==> src/rtl/uart_wm_pkg.sv <==
package uart_wm_pkg;
    localparam int REG_W   = 32;
    localparam int WM_LO   = 16;
    localparam int WM_HI   = 18;
    localparam int EN_BIT  = 0;
    localparam int IE_TX   = 0;
    localparam int IE_RX   = 1;

    localparam logic [4:0] OFS_TXDATA = 5'h00;
    localparam logic [4:0] OFS_RXDATA = 5'h04;
    localparam logic [4:0] OFS_TXCTL  = 5'h08;
    localparam logic [4:0] OFS_RXCTL  = 5'h0C;
    localparam logic [4:0] OFS_IE     = 5'h10;
    localparam logic [4:0] OFS_IP     = 5'h14;
    localparam logic [4:0] OFS_DIV    = 5'h18;

    typedef enum logic [1:0] {
        LN_IDLE,
        LN_START,
        LN_DATA,
        LN_STOP
    } line_st_e;
endpackage

==> src/rtl/uart_wm_fifo.sv <==
module uart_wm_fifo #(
    parameter int DEPTH = 8,
    parameter int W     = 8,
    localparam int PW   = $clog2(DEPTH),
    localparam int CW   = $clog2(DEPTH + 1)
) (
    input  logic          clk,
    input  logic          rst_n,
    input  logic          push,
    input  logic [W-1:0]  din,
    input  logic          pop,
    output logic [W-1:0]  dout,
    output logic [CW-1:0] count
);
    typedef struct packed {
        logic [DEPTH-1:0][W-1:0] mem;
        logic [PW-1:0]           wp;
        logic [PW-1:0]           rp;
        logic [CW-1:0]           cnt;
    } fifo_st_t;

    fifo_st_t st_d, st_q;
    logic do_push, do_pop;

    always_comb begin
        st_d    = st_q;
        do_push = push && (st_q.cnt != CW'(DEPTH));
        do_pop  = pop && (st_q.cnt != '0);
        if (do_push) begin
            st_d.mem[st_q.wp] = din;
            st_d.wp = (st_q.wp == PW'(DEPTH - 1)) ? '0 : st_q.wp + 1'b1;
        end
        if (do_pop) begin
            st_d.rp = (st_q.rp == PW'(DEPTH - 1)) ? '0 : st_q.rp + 1'b1;
        end
        st_d.cnt = st_q.cnt + CW'(do_push) - CW'(do_pop);
    end

    always_ff @(posedge clk or negedge rst_n) begin
        if (!rst_n) st_q <= '0;
        else        st_q <= st_d;
    end

    assign dout  = st_q.mem[st_q.rp];
    assign count = st_q.cnt;
endmodule

==> src/rtl/uart_wm_tx.sv <==
module uart_wm_tx
    import uart_wm_pkg::*;
#(
    parameter int DIV_W = 16
) (
    input  logic             clk,
    input  logic             rst_n,
    input  logic             load,
    input  logic [7:0]       byte_in,
    input  logic [DIV_W-1:0] div,
    output logic             line,
    output logic             busy
);
    typedef struct packed {
        line_st_e         st;
        logic [DIV_W-1:0] cnt;
        logic [2:0]       idx;
        logic [7:0]       sh;
        logic             line;
    } tx_st_t;

    tx_st_t st_d, st_q;

    always_comb begin
        st_d = st_q;
        if (st_q.st != LN_IDLE && st_q.cnt != '0) begin
            st_d.cnt = st_q.cnt - 1'b1;
        end else begin
            case (st_q.st)
                LN_IDLE: begin
                    st_d.line = 1'b1;
                    if (load) begin
                        st_d.st   = LN_START;
                        st_d.line = 1'b0;
                        st_d.cnt  = div;
                        st_d.sh   = byte_in;
                    end
                end
                LN_START: begin
                    st_d.st   = LN_DATA;
                    st_d.line = st_q.sh[0];
                    st_d.sh   = st_q.sh >> 1;
                    st_d.idx  = '0;
                    st_d.cnt  = div;
                end
                LN_DATA: begin
                    st_d.cnt = div;
                    if (st_q.idx == 3'd7) begin
                        st_d.st   = LN_STOP;
                        st_d.line = 1'b1;
                    end else begin
                        st_d.line = st_q.sh[0];
                        st_d.sh   = st_q.sh >> 1;
                        st_d.idx  = st_q.idx + 1'b1;
                    end
                end
                default: begin
                    st_d.st   = LN_IDLE;
                    st_d.line = 1'b1;
                end
            endcase
        end
    end

    always_ff @(posedge clk or negedge rst_n) begin
        if (!rst_n) begin
            st_q      <= '0;
            st_q.st   <= LN_IDLE;
            st_q.line <= 1'b1;
        end else begin
            st_q <= st_d;
        end
    end

    assign line = st_q.line;
    assign busy = (st_q.st != LN_IDLE);
endmodule

==> src/rtl/uart_wm_rx.sv <==
module uart_wm_rx
    import uart_wm_pkg::*;
#(
    parameter int DIV_W = 16
) (
    input  logic             clk,
    input  logic             rst_n,
    input  logic             en,
    input  logic             line_in,
    input  logic [DIV_W-1:0] div,
    output logic             valid,
    output logic [7:0]       data
);
    typedef struct packed {
        logic [1:0]       sync;
        line_st_e         st;
        logic [DIV_W-1:0] cnt;
        logic [2:0]       idx;
        logic [7:0]       sh;
        logic             valid;
    } rx_st_t;

    rx_st_t st_d, st_q;
    logic   s;

    always_comb begin
        st_d       = st_q;
        st_d.valid = 1'b0;
        st_d.sync  = {st_q.sync[0], line_in};
        s          = st_q.sync[1];
        if (st_q.st != LN_IDLE && st_q.cnt != '0) begin
            st_d.cnt = st_q.cnt - 1'b1;
        end else begin
            case (st_q.st)
                LN_IDLE: begin
                    if (en && !s) begin
                        st_d.st  = LN_START;
                        st_d.cnt = div >> 1;
                    end
                end
                LN_START: begin
                    st_d.cnt = div;
                    st_d.idx = '0;
                    st_d.st  = s ? LN_IDLE : LN_DATA;
                end
                LN_DATA: begin
                    st_d.sh  = {s, st_q.sh[7:1]};
                    st_d.cnt = div;
                    if (st_q.idx == 3'd7) st_d.st = LN_STOP;
                    else                  st_d.idx = st_q.idx + 1'b1;
                end
                default: begin
                    st_d.st    = LN_IDLE;
                    st_d.valid = s;
                end
            endcase
        end
    end

    always_ff @(posedge clk or negedge rst_n) begin
        if (!rst_n) begin
            st_q      <= '0;
            st_q.st   <= LN_IDLE;
            st_q.sync <= 2'b11;
        end else begin
            st_q <= st_d;
        end
    end

    assign valid = st_q.valid;
    assign data  = st_q.sh;
endmodule

==> src/rtl/uart_wm_top.sv <==
module uart_wm_top
    import uart_wm_pkg::*;
#(
    parameter int          ADDR_W    = 5,
    parameter int          RX_DEPTH  = 8,
    parameter int          DIV_W     = 16,
    parameter logic [15:0] DIV_RESET = 16'd15,
    localparam int         CW        = $clog2(RX_DEPTH + 1)
) (
    input  logic              clk,
    input  logic              rst_n,
    input  logic              req_valid,
    input  logic              req_write,
    input  logic [ADDR_W-1:0] req_addr,
    input  logic [3:0]        req_be,
    input  logic [REG_W-1:0]  req_wdata,
    output logic [REG_W-1:0]  rsp_rdata,
    input  logic              rx_line,
    output logic              rx_space,
    output logic              tx_line,
    output logic              irq
);
    typedef struct packed {
        logic [REG_W-1:0] ie;
        logic [REG_W-1:0] txc;
        logic [REG_W-1:0] rxc;
        logic [DIV_W-1:0] div;
    } regs_t;

    regs_t           regs_d, regs_q;
    logic            acc_ok, wr, rd;
    logic            rx_push, rx_pop, tx_load, tx_busy;
    logic [7:0]      rx_byte, rx_head;
    logic [CW-1:0]   rx_cnt;
    logic [REG_W-1:0] pend;

    always_comb begin
        regs_d  = regs_q;
        acc_ok  = req_valid && (req_be == 4'hF);
        wr      = acc_ok && req_write;
        rd      = acc_ok && !req_write;
        rx_pop  = rd && (req_addr == ADDR_W'(OFS_RXDATA)) && (rx_cnt != '0);
        tx_load = wr && (req_addr == ADDR_W'(OFS_TXDATA))
                  && regs_q.txc[EN_BIT] && !tx_busy;

        pend        = '0;
        pend[IE_TX] = (regs_q.txc[WM_HI:WM_LO] != '0);
        pend[IE_RX] = (32'(rx_cnt) > 32'(regs_q.rxc[WM_HI:WM_LO]));

        if (wr) begin
            case (req_addr)
                ADDR_W'(OFS_TXCTL): regs_d.txc = req_wdata;
                ADDR_W'(OFS_RXCTL): regs_d.rxc = req_wdata;
                ADDR_W'(OFS_IE):    regs_d.ie  = req_wdata;
                ADDR_W'(OFS_DIV):   regs_d.div = req_wdata[DIV_W-1:0];
                default: ;
            endcase
        end

        rsp_rdata = '0;
        if (rd) begin
            case (req_addr)
                ADDR_W'(OFS_RXDATA): rsp_rdata = (rx_cnt != '0)
                                         ? {24'h0, rx_head} : 32'h8000_0000;
                ADDR_W'(OFS_TXCTL):  rsp_rdata = regs_q.txc;
                ADDR_W'(OFS_RXCTL):  rsp_rdata = regs_q.rxc;
                ADDR_W'(OFS_IE):     rsp_rdata = regs_q.ie;
                ADDR_W'(OFS_IP):     rsp_rdata = pend;
                ADDR_W'(OFS_DIV):    rsp_rdata = REG_W'(regs_q.div);
                default:             rsp_rdata = '0;
            endcase
        end
    end

    always_ff @(posedge clk or negedge rst_n) begin
        if (!rst_n) begin
            regs_q     <= '0;
            regs_q.div <= DIV_W'(DIV_RESET);
        end else begin
            regs_q <= regs_d;
        end
    end

    uart_wm_fifo #(.DEPTH(RX_DEPTH), .W(8)) u_rxq (
        .clk(clk), .rst_n(rst_n), .push(rx_push), .din(rx_byte),
        .pop(rx_pop), .dout(rx_head), .count(rx_cnt)
    );

    uart_wm_rx #(.DIV_W(DIV_W)) u_rx (
        .clk(clk), .rst_n(rst_n), .en(regs_q.rxc[EN_BIT]), .line_in(rx_line),
        .div(regs_q.div), .valid(rx_push), .data(rx_byte)
    );

    uart_wm_tx #(.DIV_W(DIV_W)) u_tx (
        .clk(clk), .rst_n(rst_n), .load(tx_load), .byte_in(req_wdata[7:0]),
        .div(regs_q.div), .line(tx_line), .busy(tx_busy)
    );

    assign rx_space = (rx_cnt != CW'(RX_DEPTH));
    assign irq      = regs_q.ie[IE_TX] || (regs_q.ie[IE_RX] && rx_cnt != '0);
endmodule

==> config.mk <==
export PLATFORM = sky130hd
export DESIGN_NAME = uart_wm_top
export DESIGN_NICKNAME = d
export VERILOG_FILES = /design/src/rtl/uart_wm_pkg.sv /design/src/rtl/uart_wm_fifo.sv /design/src/rtl/uart_wm_tx.sv /design/src/rtl/uart_wm_rx.sv /design/src/rtl/uart_wm_top.sv
export SDC_FILE = /design/constraint.sdc
export NUM_CORES = 1
export LEC_CHECK = 0
export BUFFER_PORTS_ARGS = -buffer_cell sky130_fd_sc_hd__buf_4
export CAP_MARGIN = 10
export CORE_MARGIN = 2
export CORE_UTILIZATION = 30
export DETAILED_ROUTE_END_ITERATION = 12
export REMOVE_ABC_BUFFERS = 1
export SLEW_MARGIN = 20
export SYNTH_ARGS = -nofsm -noshare
export SYNTH_HDL_FRONTEND = slang
export SYNTH_SLANG_ARGS = --single-unit
==> constraint.sdc <==
create_clock -name clk -period 4.3 [get_ports clk]
set_input_delay 0.43 -clock clk [delete_from_list [all_inputs] [get_ports clk]]
set_output_delay 0.43 -clock clk [all_outputs]
set_load 0.03 [all_outputs]
==> out/summary.txt, run 1 <==
RUN STATUS
----------------------------------------------------------------------------------------------------
Run status ............................................................................ finished with violations
Failing checks ........................................................................ negative hold slack

LAYOUT
----------------------------------------------------------------------------------------------------
Most common cell after layout, fill and taps aside .................................... sky130_fd_sc_hd__dfrtp_1
Share of final-layout standard cells stronger than drive strength 1 ...................        38.6%
Ant diodes ............................................................................            0
Relative area change from synthesis to final layout ...................................        15.9%
Most frequent cells in the layout ..................................................... sky130_fd_sc_hd__dfrtp_1, sky130_fd_sc_hd__mux2_2, sky130_fd_sc_hd__buf_4
Nets@finish ...........................................................................         1135

FLOW RUN
----------------------------------------------------------------------------------------------------
Number of maximum-capacitance violations ..............................................            0

SYNTH
----------------------------------------------------------------------------------------------------
Yosys warning total ...................................................................            0
Area of the mapped netlist ............................................................   12500 um^2
Synth Register Bits ...................................................................          248
Sequential area share after synthesis .................................................        49.6%
Prevailing post-synth register cell ................................................... sky130_fd_sc_hd__dfrtp_1
Mapped Avg Cell Area ..................................................................    12.6 um^2
Cells after synthesis .................................................................          993
Number of synthesized flops with an enable pin ........................................            0
Share of synthesized registers carrying an async set or reset .........................         100%
Post-synthesis cell type count ........................................................           80

CLOCKING
----------------------------------------------------------------------------------------------------
H-tree levels .........................................................................            1
Maximum number of buffers from clock root to sink .....................................            3
Number of buffers added by the clock tree synthesis step ..............................           27
Clock-pin slew reported for the worst setup and hold paths after clock tree synthesis .      0.06 ns
TritonCTS Sinks .......................................................................          248
CTS tree ..............................................................................         done
Setup Buffers After CTS ...............................................................            0
Clock Latency Late Sink ...............................................................      0.54 ns
Root buffer selected by CTS ........................................................... sky130_fd_sc_hd__clkbuf_16

GLOBAL ROUTE
----------------------------------------------------------------------------------------------------
Pin count of the biggest net entering global routing ..................................          112
Total track usage .....................................................................        14.2%
Global-route wire length before repair ................................................     49700 um
Antenna violations before repair ......................................................            1
Number of global-route vias before repair .............................................         8844
Remaining Overflow, GRT ...............................................................            0

TIMING
----------------------------------------------------------------------------------------------------
Slew of the pin with the lowest slew margin ...........................................      1.05 ns
RSZ-0062 raised after global routing ..................................................           no
Summed negative setup slack over all endpoints ........................................         0 ns
Fin. Hold Viols .......................................................................           26
Normalized max-slew margin ............................................................        30.2%
Achievable frequency ..................................................................    0.299 GHz
Minimum clock period after layout .....................................................      3.35 ns
Post-route clock skew .................................................................    0.0146 ns
Final period utilization ..............................................................        77.9%
Hold_ws ...............................................................................   -0.0403 ns
Slack of the critical path ............................................................     0.950 ns
Max-slew violation count ..............................................................            0
Count of endpoints failing setup in the final report ..................................            0

HOLD PATH
----------------------------------------------------------------------------------------------------
Kind of path behind the tightest hold check ........................................... input port to asynchronous set/reset pin

SETUP PATH
----------------------------------------------------------------------------------------------------
RR Endpoint ........................................................................... u_tx.st_q[29]
Required time reported for the critical path endpoint .................................      3.87 ns
Internal reg-to-reg setup slack .......................................................      1.54 ns
Slowest cell on the critical path ..................................................... sky130_fd_sc_hd__dfrtp_1
Total stage count of the critical path ................................................            6
Crit path launch type .................................................................         flop
CP bufs+invs ..........................................................................            2
Slowest cell delay on critical path ...................................................      0.82 ns
Crit-path cells ....................................................................... buf_4 > mux4_2 > mux2_2 > nand2_1 > a31oi_1 > buf_4
Reg-to-Reg Start ...................................................................... u_tx.st_q[12]
Critical Setup Path Class ............................................................. flop to primary output
CP max FO .............................................................................           11
Top cell by count, worst path ......................................................... sky130_fd_sc_hd__buf_4
Sort of element at the end of the critical path ....................................... primary output
Termination of the worst setup path ................................................... rsp_rdata[1]
Cell family with most CP delay ........................................................   flip-flops
Crit path arrival time ................................................................      2.92 ns
Worst setup startpoint ................................................................ u_rxq.st_q[4]
Cells on worst reg2reg path ...........................................................            7

POWER
----------------------------------------------------------------------------------------------------
Register share of total power .........................................................        46.4%
Areal power density over the cells ....................................................  390 nW/um^2
Worst ir drop on vdd ..................................................................       207 uV
Fraction of power spent switching nets ................................................        27.6%
Internal Dissipation ..................................................................      4.10 mW
Fraction of power consumed by combinational cells .....................................        14.4%
Fraction of power consumed by the clock network .......................................        39.2%
P_leak ................................................................................      6.75 nW
Switch Pwr ............................................................................      1.56 mW

FLOORPLANNING
----------------------------------------------------------------------------------------------------
Overall die height ....................................................................       208 um
Floorplan die area ....................................................................   43400 um^2
Top-Level Pins ........................................................................           81
Die extent in x .......................................................................       208 um
Number of rows in the core area .......................................................           74
Area of the core ......................................................................   41000 um^2
Initial Util ..........................................................................        30.5%

DRT
----------------------------------------------------------------------------------------------------
Routed vias/inst ......................................................................         5.29
Number of detailed-route iterations in the first pass .................................            9
Total via count in the routed design ..................................................         8515
Wire length per cell after detailed routing ...........................................      19.4 um
Count of unresolved DRC violations after routing ......................................            0
Total wire length .....................................................................     31300 um
Number of DRC violations after detailed-routing iteration 0 ...........................          550
Antenna-violating nets left ...........................................................            0

PLACEMENT
----------------------------------------------------------------------------------------------------
Number of input and output port buffers inserted ......................................           80
GP Congestion .........................................................................        0.823
Total half-perimeter wirelength after legalization and detailed placement .............     21100 um
Pre-CTS WS ............................................................................      1.21 ns

-- area by class of cell --
cell class	instances	area, um^2
multi-input cells	653	5910
fillers	4023	26500
clock inverters	7	68.8
flip-flops and latches	248	6210
clock buffers	40	764
inverters	31	116
well taps	532	666
repair buffers	99	766
-- Yosys cell counts (15+ instances only) --
| cell | instances | area share (%) |
|---|---|---|
| sky130_fd_sc_hd__ha_1 | 28 | 2.8 |
| sky130_fd_sc_hd__nand2_1 | 41 | 1.2 |
| sky130_fd_sc_hd__nor2_1 | 50 | 1.5 |
| sky130_fd_sc_hd__a21oi_1 | 24 | 0.96 |
| sky130_fd_sc_hd__inv_1 | 30 | 0.90 |
| sky130_fd_sc_hd__dfrtp_1 | 241 | 48 |
| sky130_fd_sc_hd__buf_2 | 16 | 0.64 |
| sky130_fd_sc_hd__nand3_1 | 15 | 0.60 |
| sky130_fd_sc_hd__clkbuf_1 | 29 | 0.87 |
| sky130_fd_sc_hd__mux2_2 | 224 | 20 |
| sky130_fd_sc_hd__a222oi_1 | 32 | 2.6 |
| sky130_fd_sc_hd__o21ai_0 | 21 | 0.84 |
| sky130_fd_sc_hd__mux4_2 | 16 | 2.9 |
| sky130_fd_sc_hd__mux2i_1 | 15 | 1.2 |
-- worst min path at each step --
stage,cells after the start,slack [ns],to
6_report,1,-0.04,u_rxq.st_q[53]
5_1_grt,1,0.03,u_rxq.st_q[69]
4_1_cts,1,0.005,u_rxq.st_q[69]
3_5_place_dp,0,0.36,u_rx.s
3_3_place_gp,0,0.36,u_rx.s
2_1_floorplan,0,0.13,regs_q[100]
-- layer usage --
| layer | wire length (um) | track usage, % |
|---|---|---|
| met1 | 14100 | 19.0 |
| met2 | 15100 | 24.2 |
| met3 | 1420 | 1.87 |
| met4 | 632 | 3.57 |
| met5 | 11 | 0 |
-- state kept, by name, indices dropped and copies added, names as in the netlist --
| register | cells |
|---|---|
| regs_q | 112 |
| u_rxq.st_q | 70 |
| u_tx.st_q | 29 |
| u_rx.st_q | 21 |
| u_rx.data | 8 |
| u_rxq.count | 4 |
| u_rx.s | 1 |
| u_rx.st_d | 1 |
| u_rx.valid | 1 |
| u_tx.line | 1 |
-- logic make-up (layout without fill, tap and decap cells) --
kind of cell / count (synthesis) / count (layout) / synth area share [%]
DFF: 248 / 248 / 49.6
muxes: 259 / 259 / 24.6
adders and majority gates: 29 / 29 / 2.96
xor gates and xnor gates: 4 / 4 / 0.280
AOI/OAI and AO/OA: 160 / 160 / 9.97
and+or+nand+nor: 201 / 201 / 9.34
buffers and inverters: 92 / 177 / 3.19
-- per-stage QoR --
step | total power [mW] | instances | utilization [%] | cell area [um^2]
final | 5.66 | 1610 | 35.4 | 14500
after global routing | 5.93 | 1610 | 35.4 | 14500
after CTS | 5.73 | 1610 | 35.4 | 14500
after detailed placement | 3.48 | 1562 | 33.3 | 13700
after global placement | 3.45 | 1562 | 33.3 | 13700
after floorplan | 3.18 | 932 | - | 12200
-- power groups by stage --
stage	registers [mW]	clock network [mW]	logic [mW]
floorplan	2.62	0	0.563
global placement	2.66	0	0.793
detailed placement	2.66	0	0.817
CTS	2.62	2.28	0.824
global route	2.65	2.37	0.910
finish	2.63	2.22	0.814
-- timing repair --
action,in CTS,in global routing
hold buffers,1,0
endpoints found under the hold margin,1,0
resized for setup,0,0
(Power assumes the default switching activity.)
==> run 2, diff against run 1 <==
Settings changed: ABC_AREA from default to 1.
Clock period 4.3 ns to 3.3 ns, I/O delays scaled along.
==> out/summary.txt, run 2 <==
PLACEMENT
----------------------------------------------------------------------------------------------------
GP Congestion .........................................................................        0.857
Placed cell count .....................................................................         2246
Number of input and output port buffers inserted ......................................           80
Total half-perimeter wirelength after legalization and detailed placement .............     24100 um
Pre-CTS WS ............................................................................     0.695 ns

TIMING
----------------------------------------------------------------------------------------------------
RSZ-0062 raised after global routing ..................................................           no
Slew of the pin with the lowest slew margin ...........................................     0.899 ns
Fin. Hold Viols .......................................................................            0
Final period utilization ..............................................................        87.8%
Minimum clock period after layout .....................................................      2.90 ns
Post-route clock skew .................................................................    0.0281 ns
Max-slew violation count ..............................................................            0
Count of endpoints failing setup in the final report ..................................            0
Achievable frequency ..................................................................    0.345 GHz
Normalized max-slew margin ............................................................        40.0%
Slack of the critical path ............................................................     0.402 ns
Summed negative setup slack over all endpoints ........................................         0 ns

SETUP PATH
----------------------------------------------------------------------------------------------------
Crit-path cells ....................................................................... buf_4 > nor2_1 > nor2_1 > o21ai_0 > nand3_1 > nand3_1 > a21oi_1 > buf_4
Slowest cell on the critical path ..................................................... sky130_fd_sc_hd__dfrtp_1
Critical Setup Path Class ............................................................. flop to primary output
Sort of element at the end of the critical path ....................................... primary output
CP max FO .............................................................................           16
Crit path arrival time ................................................................      2.57 ns
Required time reported for the critical path endpoint .................................      2.97 ns
Slowest cell delay on critical path ...................................................      0.72 ns
Crit path launch type .................................................................         flop

DRT
----------------------------------------------------------------------------------------------------
Number of detailed-route iterations in the first pass .................................            6
Total wire length .....................................................................     34700 um
Number of DRC violations after detailed-routing iteration 0 ...........................          824
Antenna-violating nets left ...........................................................            0
Total via count in the routed design ..................................................        11022
Count of unresolved DRC violations after routing ......................................            0
Routed vias/inst ......................................................................         4.79
Wire length per cell after detailed routing ...........................................      15.1 um

LAYOUT
----------------------------------------------------------------------------------------------------
Fill cell count .......................................................................         4296
Relative area change from synthesis to final layout ...................................        17.1%
Max FFs per register ..................................................................          112
Sequential standard cell area .........................................................    6210 um^2
Layout Cells excl Fill ................................................................         2302
Regs by FF count ...................................................................... regs_q (112), u_rxq.st_q (70), u_tx.st_q (29)
Most frequent cells in the layout ..................................................... sky130_fd_sc_hd__nand2_1, sky130_fd_sc_hd__o21ai_0, sky130_fd_sc_hd__dfrtp_1
Most common cell after layout, fill and taps aside .................................... sky130_fd_sc_hd__nand2_1
Biggest register ......................................................................       regs_q
Share of final-layout standard cells stronger than drive strength 1 ...................        10.6%
Multi-input gate area in the final layout .............................................    5550 um^2
Ant diodes ............................................................................            0
Nets@finish ...........................................................................         1815
Core Util, Final ......................................................................        35.4%

FLOORPLANNING
----------------------------------------------------------------------------------------------------
Overall die height ....................................................................       209 um
Die extent in x .......................................................................       209 um
Area of the core ......................................................................   41800 um^2
Top-Level Pins ........................................................................           81
Number of rows in the core area .......................................................           75
Floorplan die area ....................................................................   43800 um^2
Initial Util ..........................................................................        30.3%

SYNTH
----------------------------------------------------------------------------------------------------
Post-synth top area share .............................................................        47.7%
Most numerous cell types in the synthesized netlist ................................... sky130_fd_sc_hd__nand2_1, sky130_fd_sc_hd__o21ai_0, sky130_fd_sc_hd__dfrtp_1
Post-synthesis cell type count ........................................................           36
Number of synthesized flops with an enable pin ........................................            0
Yosys warning total ...................................................................            0
Area of the mapped netlist ............................................................   12600 um^2
Share of synthesized registers carrying an async set or reset .........................         100%
Synth Register Bits ...................................................................          248
Prevailing post-synth register cell ................................................... sky130_fd_sc_hd__dfrtp_1
Library cell with the highest instance count after synthesis .......................... sky130_fd_sc_hd__nand2_1
Mapped Avg Cell Area ..................................................................    7.56 um^2
Sequential area share after synthesis .................................................        49.2%
Most area-hungry cell type in the Yosys netlist ....................................... sky130_fd_sc_hd__dfrtp_1
Cells after synthesis .................................................................         1671
Main area contributors after synthesis ................................................ sky130_fd_sc_hd__dfrtp_1, sky130_fd_sc_hd__nand2_1, sky130_fd_sc_hd__o21ai_0

GLOBAL ROUTE
----------------------------------------------------------------------------------------------------
Global-route wire length before repair ................................................     57200 um
Pin count of the biggest net entering global routing ..................................          101
Remaining Overflow, GRT ...............................................................            0
Total track usage .....................................................................        16.1%
Number of global-route vias before repair .............................................        10594
Antenna violations before repair ......................................................            0

POWER
----------------------------------------------------------------------------------------------------
Fraction of power consumed by combinational cells .....................................        29.8%
Internal Dissipation ..................................................................      6.13 mW
Worst ir drop on vdd ..................................................................       341 uV
Fraction of power spent switching nets ................................................        37.5%
Fraction of power consumed by the clock network .......................................        32.2%
Register share of total power .........................................................        38.0%
P_leak ................................................................................      7.29 nW
Switch Pwr ............................................................................      3.67 mW
Areal power density over the cells ....................................................  663 nW/um^2

CLOCKING
----------------------------------------------------------------------------------------------------
CTS tree ..............................................................................         done
Number of buffers added by the clock tree synthesis step ..............................           29
Root buffer selected by CTS ........................................................... sky130_fd_sc_hd__clkbuf_16
Maximum number of buffers from clock root to sink .....................................            3
Clock-pin slew reported for the worst setup and hold paths after clock tree synthesis .      0.06 ns
TritonCTS Sinks .......................................................................          248
Clock Latency Late Sink ...............................................................      0.57 ns
H-tree levels .........................................................................            1
Setup Buffers After CTS ...............................................................            0

RUN STATUS
----------------------------------------------------------------------------------------------------
Run status ............................................................................ finished, final reports clean

FLOW RUN
----------------------------------------------------------------------------------------------------
Number of maximum-capacitance violations ..............................................            0

HOLD PATH
----------------------------------------------------------------------------------------------------
Kind of path behind the tightest hold check ........................................... input port to flop

[run 2: layout make-up]
type                       instances  share of cell area (%)
sequential                       248                    42.0
multi-input combinational       1202                    37.5
timing repair buffer             108                    5.82
clock buffer                      42                    5.64
tap                              539                    4.56
inverter                         151                    3.83
clock inverter                    12                   0.685
[run 2: critical path: cells and delay by family (launching register included)]
kind / cells / cell delay, ns
AOI/OAI and AO/OA: 2 / 0.37
buffers and inverters: 2 / 0.53
DFF: 1 / 0.72
and+or+nand+nor: 4 / 0.36
[run 2: final timing paths]
kind,from,to,slack [ns],cells after the start
worst max register to register,u_rxq.count[2],u_rxq.count[1],0.72,13
worst min-delay path,req_wdata[30],regs_q[46],0.06,3
worst min register to register,u_rx.st_d[31],u_rx.s,0.33,0
max in group asynchronous,rst_n,regs_q[3],2.02,3
min in group asynchronous,rst_n,u_rx.st_q[26],0.45,2
worst max-delay path,u_rxq.st_q[4],rsp_rdata[0],0.40,8
[run 2: layer usage]
layer  GRT usage (%)  up-vias  share of wire, %
met5               0        -                 0
met4            4.43        0               2.1
met3            2.44       56               5.8
met2            26.2      309                46
met1            22.3     5174                46
li1                -     5483                 -
[run 2: timing repair]
action                                  4_1_cts  5_1_grt
hold buffers                                  2        0
endpoints found under the setup margin        0        0
resized for setup                             0        0
hold endpoints to repair                     93        0
[run 2: cells by family after synthesis]
group,after synthesis,synth area share (%)
and+or+nand+nor,843,27.1
AOI/OAI and AO/OA,318,13.0
DFF,248,49.2
buffers and inverters,221,6.98
adders and majority gates,29,2.93
xor gates and xnor gates,12,0.832
[run 2: per-stage QoR]
| stage | instance area [um^2] | hold slack, ns | power (mW) |
|---|---|---|---|
| 4_1_cts | 14800 | 0.0422 | 9.88 |
| 2_1_floorplan | 12300 | 0.0344 | 5.84 |
| 6_report | 14800 | 0.0576 | 9.80 |
| 3_5_place_dp | 13800 | 0.350 | 6.69 |
| 5_1_grt | 14800 | 0.0560 | 10.5 |
| 3_3_place_gp | 13800 | 0.348 | 6.61 |
[run 2: power by group through the flow]
stage	Combinational (mW)	Clock (mW)	Sequential, mW
after floorplan	2.14	0	3.69
after global placement	2.85	0	3.76
after detailed placement	2.93	0	3.76
after CTS	2.94	3.22	3.72
after global routing	3.39	3.37	3.77
final	2.92	3.16	3.72
